[src/rtl/mmx_pkg.sv]
package mmx_pkg;
  typedef enum logic [1:0] {
    MD_SORT   = 2'b00,
    MD_STREAM = 2'b01,
    MD_QUEUE  = 2'b10,
    MD_RSVD   = 2'b11
  } mmx_mode_e;

  typedef enum logic [1:0] {
    ST_IDLE = 2'b00,
    ST_PH1  = 2'b01,
    ST_PH2  = 2'b10
  } mmx_st_e;
endpackage

[src/rtl/mmx_sortnet.sv]
// P-input odd-even transposition network, key in the upper W bits.
module mmx_sortnet #(
  parameter int P  = 4,
  parameter int W  = 16,
  parameter int RW = 20
) (
  input  logic [P-1:0][RW-1:0] rec_i,
  input  logic                 desc_i,
  output logic [P-1:0][RW-1:0] rec_o
);
  always_comb begin
    logic [P-1:0][RW-1:0] v;
    logic [RW-1:0]        t;
    logic                 sw;
    v = rec_i;
    t = '0;
    for (int s = 0; s < P; s++) begin
      for (int i = s % 2; i + 1 < P; i += 2) begin
        sw = desc_i ? (v[i][RW-1 -: W] < v[i+1][RW-1 -: W])
                    : (v[i][RW-1 -: W] > v[i+1][RW-1 -: W]);
        if (sw) begin
          t      = v[i];
          v[i]   = v[i+1];
          v[i+1] = t;
        end
      end
    end
    rec_o = v;
  end
endmodule

[src/rtl/mmx_pass.sv]
// Phase 1: registered column sort. Phase 2: top and bottom row sorts (comb).
module mmx_pass #(
  parameter int P  = 4,
  parameter int W  = 16,
  parameter int IW = 4,
  parameter int RW = W + IW
) (
  input  logic                   clk_i,
  input  logic                   rst_ni,
  input  logic                   load_i,
  input  logic [P*P-1:0][RW-1:0] mat_i,
  output logic [RW-1:0]          max_o,
  output logic [RW-1:0]          min_o
);
  localparam int  N        = P * P;
  localparam bit  LAST_ASC = (P % 2 == 0);

  logic [N-1:0][RW-1:0] col_q;

  for (genvar c = 0; c < P; c++) begin : g_col
    logic [P-1:0][RW-1:0] cin, cout;
    always_comb
      for (int r = 0; r < P; r++) cin[r] = mat_i[r*P+c];
    mmx_sortnet #(.P(P), .W(W), .RW(RW)) u_net (
      .rec_i(cin), .desc_i(1'b1), .rec_o(cout));
    always_ff @(posedge clk_i or negedge rst_ni) begin
      if (!rst_ni) begin
        for (int r = 0; r < P; r++) col_q[r*P+c] <= '0;
      end else if (load_i) begin
        for (int r = 0; r < P; r++) col_q[r*P+c] <= cout[r];
      end
    end
  end

  logic [P-1:0][RW-1:0] top_in, top_out, bot_in, bot_out;
  always_comb begin
    for (int c = 0; c < P; c++) begin
      top_in[c] = col_q[c];
      bot_in[c] = col_q[(P-1)*P+c];
    end
  end

  mmx_sortnet #(.P(P), .W(W), .RW(RW)) u_top (
    .rec_i(top_in), .desc_i(1'b1), .rec_o(top_out));
  mmx_sortnet #(.P(P), .W(W), .RW(RW)) u_bot (
    .rec_i(bot_in), .desc_i(!LAST_ASC), .rec_o(bot_out));

  assign max_o = top_out[0];
  if (LAST_ASC) begin : g_min_left
    assign min_o = bot_out[0];
  end else begin : g_min_right
    assign min_o = bot_out[P-1];
  end
endmodule

[src/rtl/mmx_extract.sv]
module mmx_extract
  import mmx_pkg::*;
#(
  parameter int P = 4,
  parameter int W = 16
) (
  input  logic         clk_i,
  input  logic         rst_ni,
  input  logic [1:0]   mode_i,
  input  logic         in_valid_i,
  output logic         in_ready_o,
  input  logic [W-1:0] in_key_i,
  input  logic         in_last_i,
  input  logic         pop_i,
  output logic [W-1:0] max_o,
  output logic [W-1:0] min_o,
  output logic         out_valid_o,
  output logic         reject_o,
  output logic         pop_err_o
);
  localparam int N  = P * P;
  localparam int IW = $clog2(N);
  localparam int RW = W + IW;

  logic [N-1:0][W-1:0]  key_q;
  logic [N-1:0]         vld_q;
  logic [IW-1:0]        fill_q, wr_idx, ref_idx, free_idx;
  mmx_mode_e            mode_q;
  mmx_st_e              st_q;
  logic                 fresh_q, done_q, last_q, res_ok_q;
  logic [RW-1:0]        res_max_q, res_min_q, ext_max, ext_min;
  logic [N-1:0][RW-1:0] mat;
  logic match, idle, stream_en, queue_en, full, in_fire, pop_ok, start, below_max;

  always_comb begin
    ref_idx  = '0;
    free_idx = '0;
    for (int i = N - 1; i >= 0; i--) begin
      if (vld_q[i])  ref_idx  = IW'(i);
      if (!vld_q[i]) free_idx = IW'(i);
    end
    // empty slots borrow a live entry so they can never win either extreme
    for (int i = 0; i < N; i++)
      mat[i] = vld_q[i] ? {key_q[i], IW'(i)} : {key_q[ref_idx], ref_idx};
  end

  mmx_pass #(.P(P), .W(W), .IW(IW), .RW(RW)) u_pass (
    .clk_i(clk_i), .rst_ni(rst_ni), .load_i(st_q == ST_PH1),
    .mat_i(mat), .max_o(ext_max), .min_o(ext_min));

  assign match     = (mode_q == mmx_mode_e'(mode_i));
  assign idle      = match && (st_q == ST_IDLE);
  assign stream_en = (mode_q == MD_STREAM);
  assign queue_en  = (mode_q == MD_QUEUE);
  assign full      = &vld_q;
  assign wr_idx    = fill_q + IW'(2);
  assign below_max = in_key_i < res_max_q[RW-1 -: W];

  assign in_ready_o  = idle && (stream_en || (queue_en && !pop_i));
  assign in_fire     = in_valid_i && in_ready_o;
  assign reject_o    = in_fire && queue_en && full && !below_max;
  assign pop_ok      = idle && queue_en && pop_i && (|vld_q);
  assign pop_err_o   = idle && queue_en && pop_i && !(|vld_q);
  assign start       = (in_fire && stream_en && (in_last_i || fill_q == IW'(N - 3)))
                     || (in_fire && queue_en && !reject_o) || pop_ok;
  assign out_valid_o = idle && ((stream_en && done_q) || (queue_en && res_ok_q && (|vld_q)));
  assign max_o       = res_max_q[RW-1 -: W];
  assign min_o       = res_min_q[RW-1 -: W];

  always_ff @(posedge clk_i or negedge rst_ni) begin
    if (!rst_ni) begin
      mode_q    <= MD_SORT;
      st_q      <= ST_IDLE;
      key_q     <= '0;
      vld_q     <= '0;
      fill_q    <= '0;
      fresh_q   <= 1'b1;
      done_q    <= 1'b0;
      last_q    <= 1'b0;
      res_ok_q  <= 1'b0;
      res_max_q <= '0;
      res_min_q <= '0;
    end else if (!match) begin
      mode_q   <= mmx_mode_e'(mode_i);
      st_q     <= ST_IDLE;
      vld_q    <= '0;
      fill_q   <= '0;
      fresh_q  <= 1'b1;
      done_q   <= 1'b0;
      last_q   <= 1'b0;
      res_ok_q <= 1'b0;
    end else begin
      unique case (st_q)
        ST_IDLE: if (start) st_q <= ST_PH1;
        ST_PH1:  st_q <= ST_PH2;
        default: st_q <= ST_IDLE;
      endcase

      if (in_fire && stream_en) begin
        key_q[wr_idx] <= in_key_i;
        vld_q[wr_idx] <= 1'b1;
        fill_q        <= fill_q + IW'(1);
        done_q        <= 1'b0;
        last_q        <= in_last_i;
        if (fresh_q) begin
          vld_q[0] <= 1'b0;
          vld_q[1] <= 1'b0;
          fresh_q  <= 1'b0;
        end
      end

      if (in_fire && queue_en && !reject_o) begin
        if (!full) begin
          key_q[free_idx] <= in_key_i;
          vld_q[free_idx] <= 1'b1;
        end else begin
          key_q[res_max_q[IW-1:0]] <= in_key_i;
        end
      end

      if (pop_ok) vld_q[res_min_q[IW-1:0]] <= 1'b0;

      if (st_q == ST_PH2) begin
        res_max_q <= ext_max;
        res_min_q <= ext_min;
        res_ok_q  <= 1'b1;
        if (stream_en) begin
          vld_q    <= {{(N-2){1'b0}}, 2'b11};
          key_q[0] <= ext_max[RW-1 -: W];
          key_q[1] <= ext_min[RW-1 -: W];
          fill_q   <= '0;
          if (last_q) begin
            done_q  <= 1'b1;
            fresh_q <= 1'b1;
            last_q  <= 1'b0;
          end
        end
      end
    end
  end
endmodule

[config.mk]
export PLATFORM = sky130hd
export DESIGN_NAME = mmx_extract
export DESIGN_NICKNAME = d
export VERILOG_FILES = /design/src/rtl/mmx_pkg.sv /design/src/rtl/mmx_sortnet.sv /design/src/rtl/mmx_pass.sv /design/src/rtl/mmx_extract.sv
export SDC_FILE = /design/constraint.sdc
export NUM_CORES = 2
export LEC_CHECK = 0
export BUFFER_PORTS_ARGS = -buffer_cell sky130_fd_sc_hd__buf_2
export CORE_MARGIN = 2
export CORE_UTILIZATION = 41
export CTS_BUF_LIST = sky130_fd_sc_hd__clkbuf_4
export CTS_CLUSTER_DIAMETER = 60
export DETAILED_ROUTE_END_ITERATION = 7
export PLACE_DENSITY = 0.64
export SETUP_SLACK_MARGIN = 0.02
export SLEW_MARGIN = 20
export SYNTH_ARGS = -nofsm -noshare
export SYNTH_HDL_FRONTEND = slang
export SYNTH_SLANG_ARGS = --single-unit
export TNS_END_PERCENT = 5
[constraint.sdc]
create_clock -name clk_i -period 11.2 [get_ports clk_i]
set_clock_uncertainty 0.1 [all_clocks]
set_input_delay 2.24 -clock clk_i [delete_from_list [all_inputs] [get_ports clk_i]]
set_output_delay 2.24 -clock clk_i [all_outputs]
set_load 0.05 [all_outputs]
## Word-level counts from Yosys, hierarchy flattened

Cells that the tools add are included.

| word-level totals | value |
|---|---|
| input port bits | 23 |
| output and inout port bits | 36 |
| flip-flop bits (word level) | 484 |
| logic and storage cells | 254 |

| cells by class | value |
|---|---|
| $lt $le $gt $ge | 38 |
| reduce and logical (&&, ||, !) cells | 35 |
| add/subtract/negate cells | 2 |
| multiplexer cells | 133 |
| bitwise logic cells | 4 |
| equality and inequality tests | 8 |

Operators with widths:

| cell | count |
|---|---|
| $mux 256 | 4 |
| $bwmux 256 | 3 |
| $mux 40 | 18 |
| $mux 20 | 26 |
| $lt 16x16->1 | 25 |
| $mux 16 | 13 |
| $demux 16 s4 | 3 |
| $mux 4 | 36 |
| $bmux 16 s4 | 1 |
| $gt 16x16->1 | 4 |
| $mux 32 | 2 |
| $or 16x16->16 | 2 |
| $lt 4x5->1 const B | 5 |
| $logic_and 1x1->1 | 22 |
| $mux 1 | 20 |
| $and 16x16->16 | 1 |
| $ge 4x1->1 const B | 4 |
| $not 16->16 | 1 |
| $reduce_and 16->1 | 1 |
| $reduce_or 16->1 | 1 |
| $demux 1 s4 | 3 |
| $mux 2 | 3 |
| $logic_or 1x1->1 | 5 |
| $add 4x1->4 const B | 1 |
| 11 further kinds | 16 |

## Depth between registers and ports, before layout

| depth | value |
|---|---|
| word-level depth | 29 |
| depth in mapped cells | 61 |
| depth with buffers taken out | 52 |

## Cells and area by module

A second synthesis with hierarchy kept.

| second synthesis, totals | value |
|---|---|
| cell total of the unflattened synthesis | 7399 |
| area total of the unflattened synthesis | 61526.5 um^2 |

By module, submodules not included:

| module | seq. area each (um^2) | cells each | area an instance (um^2) | times used |
|---|---|---|---|---|
| mmx_extract | 8109.0 | 1986 | 20478.4 | 1 |
| mmx_sortnet at u_pass.g_col[2].u_net ... | 0.0 | 878 | 5844.4 | 2 |
| mmx_pass | 4003.8 | 340 | 6353.6 | 1 |
| mmx_sortnet at u_pass.u_top | 0.0 | 911 | 6080.8 | 1 |
| mmx_sortnet at u_pass.g_col[0].u_net | 0.0 | 765 | 5785.5 | 1 |
| mmx_sortnet at u_pass.u_bot | 0.0 | 851 | 5634.2 | 1 |
| mmx_sortnet at u_pass.g_col[1].u_net | 0.0 | 790 | 5505.3 | 1 |

## Least setup slack after synthesis

Ideal clock, no wire load.

| path | value |
|---|---|
| kind | flip-flop to flip-flop |
| start | register vld_q[14] |
| end | register u_pass.col_q, in the netlist u_pass.bot_in[60] |
| setup slack | 0.204 ns |
| arrival | 10.760 ns |
| cell stages (with the launch flop) | 61 |
| setup time | 0.135 ns |
| data required time | 10.965 ns |
| clock period less this slack | 10.996 ns |
| buffers on the path | 10 |
| cells stage by stage | dfrtp_1 > buf_2 > nand2b_1 > a221oi_2 > o211ai_2 > nand2_1 > buf_2 > buf_1 > clkbuf_1 > nand2_1 > nand3_1 > nand2_1 > o211ai_1 > o21ai_1 > clkbuf_1 > o21ai_0 > inv_1 > ha_1 > [... 25 more ...] > buf_4 > mux2i_1 > ha_1 > a21o_1 > a21oi_1 > nor2b_1 > o21ai_0 > nand2b_1 > a21oi_1 > nor2b_1 > o21ai_0 > nand3b_1 > nor4_1 > a31o_2 > nor2_1 > mux2_1 > a22oi_1 > a31oi_1 |

| between the ends | value |
|---|---|
| longest elaborated chain between the ends | 24 |
| elaborated cells between the ends (all ways) | 29 |
| those cells by class | order compare: 4; mux: 25 |

Ends and longest elaborated chain:

| what | line | text |
|---|---|---|
| start: declaration | mmx_extract.sv:26 | `logic [N-1:0] vld_q;` |
| start signal: assignment | mmx_extract.sv:128 | `vld_q <= {{(N-2){1'b0}}, 2'b11};` |
| $mux 4 (*) (15 in series) | mmx_extract.sv:39 | `if (vld_q[i]) ref_idx = IW'(i);` |
| $bmux 16 s4 | mmx_extract.sv:44 | `mat[i] = vld_q[i] ? {key_q[i], IW'(i)} : {key_q[ref_idx], ref_idx};` |
| $mux 16 (implied by the code) | mmx_extract.sv:44 |  |
| $mux 20 | mmx_extract.sv:44 |  |
| $lt 16x16->1 | mmx_sortnet.sv:19 | `sw = desc_i ? (v[i][RW-1 -: W] < v[i+1][RW-1 -: W])` |
| $mux 40 | mmx_sortnet.sv:21 | `if (sw) begin` |
| $lt 16x16->1 | mmx_sortnet.sv:19 |  |
| $mux 40 | mmx_sortnet.sv:21 |  |
| $lt 16x16->1 | mmx_sortnet.sv:19 |  |
| $mux 40 (*) | mmx_sortnet.sv:21 |  |
| end: declaration | mmx_pass.sv:18 | `logic [N-1:0][RW-1:0] col_q;` |

Mark *: on every way between the ends. The rest lies on a longest branch, timed or not. The select of a mux whose other input is x is not followed.
A chain may end at the register's enable or synchronous reset.

## Worst setup path after layout

| path | value |
|---|---|
| start | register vld_q[14] |
| end | register u_pass.col_q, in the netlist u_pass.bot_in[11] |

| between the ends | value |
|---|---|
| longest elaborated chain between the ends | 24 |
| elaborated cells between the ends (all ways) | 29 |
| those cells by class | order compare: 4; mux: 25 |

Ends and longest elaborated chain:

| what | line |
|---|---|
| $mux 4 (*) (15 in series) | mmx_extract.sv:39 |
| $bmux 16 s4 (*) | mmx_extract.sv:44 |
| $mux 16 (implied by the code) (*) | mmx_extract.sv:44 |
| $mux 20 | mmx_extract.sv:44 |
| $lt 16x16->1 | mmx_sortnet.sv:19 |
| $mux 40 | mmx_sortnet.sv:21 |
| $lt 16x16->1 | mmx_sortnet.sv:19 |
| $mux 40 | mmx_sortnet.sv:21 |
| $lt 16x16->1 | mmx_sortnet.sv:19 |
| $mux 40 (*) | mmx_sortnet.sv:21 |

Marked as above.

==> results.toml <==
[outcome]
status = "finished with violations"
violations = "DRC"

[final_layout]
final_common_cell = "nand2_1"
drive_above_1_share = 0.1703
area_delta_synth_final_pct = 10.83
seqCellArea_mm2 = 0.01211
final_cell_mix = "nand2_1, dfrtp_1, ha_1"
nNetsFinal = 6305
multi_input_area_mm2 = 0.03114
nFillCells = 11250
fin_util = 0.4593

[critical_path]
rr_startpoint = "vld_q[14]"
worst_path_largest_cell_delay_ps = 800
crit_slowest_cell = "o21ai_1"
start_kind = "register"
end_kind = "register"
required_ps = 12010
cp-startpoint = "vld_q[14]"
worstPathArrival_ps = 11710
critPathBufInv = 8
path_class = "register to register"
cp_max_fo = 43
cp_top_family = "compound AO/OA/AOI/OAI gates"
crit_top_cell = "buf_4"

[placed_design]
dp_slack_ps = 42.29
dp_hpwl_um = 172400
routabilityCongestion = 1.040
numPortBuffers = 58

[detailed_routing]
vias = 46520
wl_um = 217300
via_per_inst = 6.249
drcViolationCount = 7
wl_per_cell_um = 29.20
firstDrtPassIters = 8
ant_nets = 0
first_iter_violations = 5825

[logic_synthesis]
netlist_area_mm2 = 0.04599
synthFlopType = "dfrtp_1"
syn_avg_cell_area_um2 = 7.963
synth_cell_types = 115
async_flop_share = 1.000
synth_edf_count = 0
synth_seq_area_share = 0.2634
syn_inst = 5776
syn-num-nets = 6231
ys_seq_elements = 484
ys_warn_count = 0

[global_route]
grt_remaining_overflow = 0
grt_max_degree = 150
gr-usage-all-layers = 0.3677
grt_pass1_wl_um = 309400
grt_pass1_vias = 43300
antenna_found_initial = 13

[floorplan]
rows = 122
die_area_mm2 = 0.1149
start_util = 0.4144
io_pins = 59
die_h_um = 338.9
coreArea_mm2 = 0.1110
fp.dieW_um = 338.9

[sta]
maxSlewViolCount = 0
setup_viol = 0
rsz0062_at_grt = "yes"
relSlewSlack = 0.09198
hold_viol = 0
layout_setup_ws_ps = 304.5
min_period_over_period = 0.9728
worstMarginPinSlew_ps = 1348
fmax_mhz = 91.78
period_minus_slack_ps = 10900

[job]
cap_viol_max_count = 0

[cts]
cts_tree = "yes"
root_buffer = "clkbuf_4"
clkTransAtPathRegs_ps = 60
clk_latency_ps = 1100
clockBufferDepth = 3
cts_buffers = 143
hold_buffers = 0
cts-htree-levels = 4
clock_sinks = 484

[hold_path]
hold_path.class = "register to register"
hp-start = "fresh_q"
## cells in the mapped netlist (all sizes together) (40+ instances only)
cell,count,area share
ha,432,0.12
nor2b,56,0.0076
a31oi,94,0.013
o31ai,40,0.0072
buf,135,0.016
nor2,426,0.035
a21o,139,0.023
a21oi,377,0.041
mux2,301,0.074
nand2b,87,0.012
mux2i,323,0.070
dfrtp,483,0.26
o21ai,553,0.061
clkbuf,289,0.024
o211ai,63,0.011
inv,356,0.029
nor3,50,0.0054
nand4,86,0.012
nand3,191,0.021
nand2,775,0.063
## through the flow
step / std cells / instance area [um^2] / TNS [ps] / hold WS [ps]
6_report: 7444 / 50970 / 0 / 366.0
5_1_grt: 7437 / 50960 / -118.9 / 401.1
4_1_cts: 7432 / 50700 / 0 / 366.3
3_5_place_dp: 7189 / 48960 / 0 / 355.2
3_3_place_gp: 7189 / 48960 / 0 / 351.0
2_1_floorplan: 5776 / 45990 / 0 / 339.3
## worst register-to-register path, delay by kind of cell (launching register included)
kind | cells | cell delay, ps
simple gates | 11 | 1860
buf+inv | 8 | 1770
fa+ha+maj | 3 | 1010
compound gates | 21 | 5370
flops | 1 | 420
mux | 1 | 220
## per-layer routing
metal | global-route usage | vias to the layer above | wire length, um
met5 | 0 | - | 12
met4 | 0.1867 | 2 | 12260
met3 | 0.1042 | 480 | 23570
met2 | 0.5212 | 2514 | 87750
met1 | 0.5059 | 22570 | 93750
li1 | - | 20960 | -
## state kept, by name (all words and copies together) (netlist names)
name,cells
key_q,256
u_pass.bot_in,80
u_pass.col_q,80
res_max_q,20
res_min_q,20
vld_q,16
fill_q,4
mode_q,2
st_q,2
done_q,1
fresh_q,1
last_q,1
res_ok_q,1
## what timing repair did
item,in CTS,in global routing
endpoints found under the setup margin,0,131
setup buffers,0,3
gates resized for setup,0,93
## layout make-up
type,count,share of cell area
flip-flops and latches,484,0.2376
diodes,8,0.0003927
clock inverters,47,0.005400
inverters,357,0.02629
repair buffers,352,0.05390
well taps,1488,0.03652
multi-input cells,4512,0.6110
clock buffers,196,0.02887
## worst paths after layout
kind	end	slack, ps	depth (start not counted)
max	u_pass.bot_in[11]	300	44
min reg2reg	fresh_q	370	2
max reg2reg	u_pass.bot_in[11]	300	44
min in group asynchronous	u_pass.col_q[15]	990	1
max in group asynchronous	key_q[252]	7980	3
min	fresh_q	370	2
## kinds of logic (layout without fill, tap and decap cells)
group,after synthesis,after routing,share of synthesized area
flip-flops,484,484,0.2634
AND/OR/NAND/NOR,1812,1813,0.1776
XOR/XNOR,8,8,0.001523
adder cells (fa/ha/maj),432,432,0.1175
buffers and inverters,781,952,0.06888
other,0,8,0
AO/OA/AOI/OAI,1635,1635,0.2270
multiplexers,624,624,0.1441
Power is not shown: default switching activity piles up to over one toggle a cycle in this logic, so the estimate is an artifact.
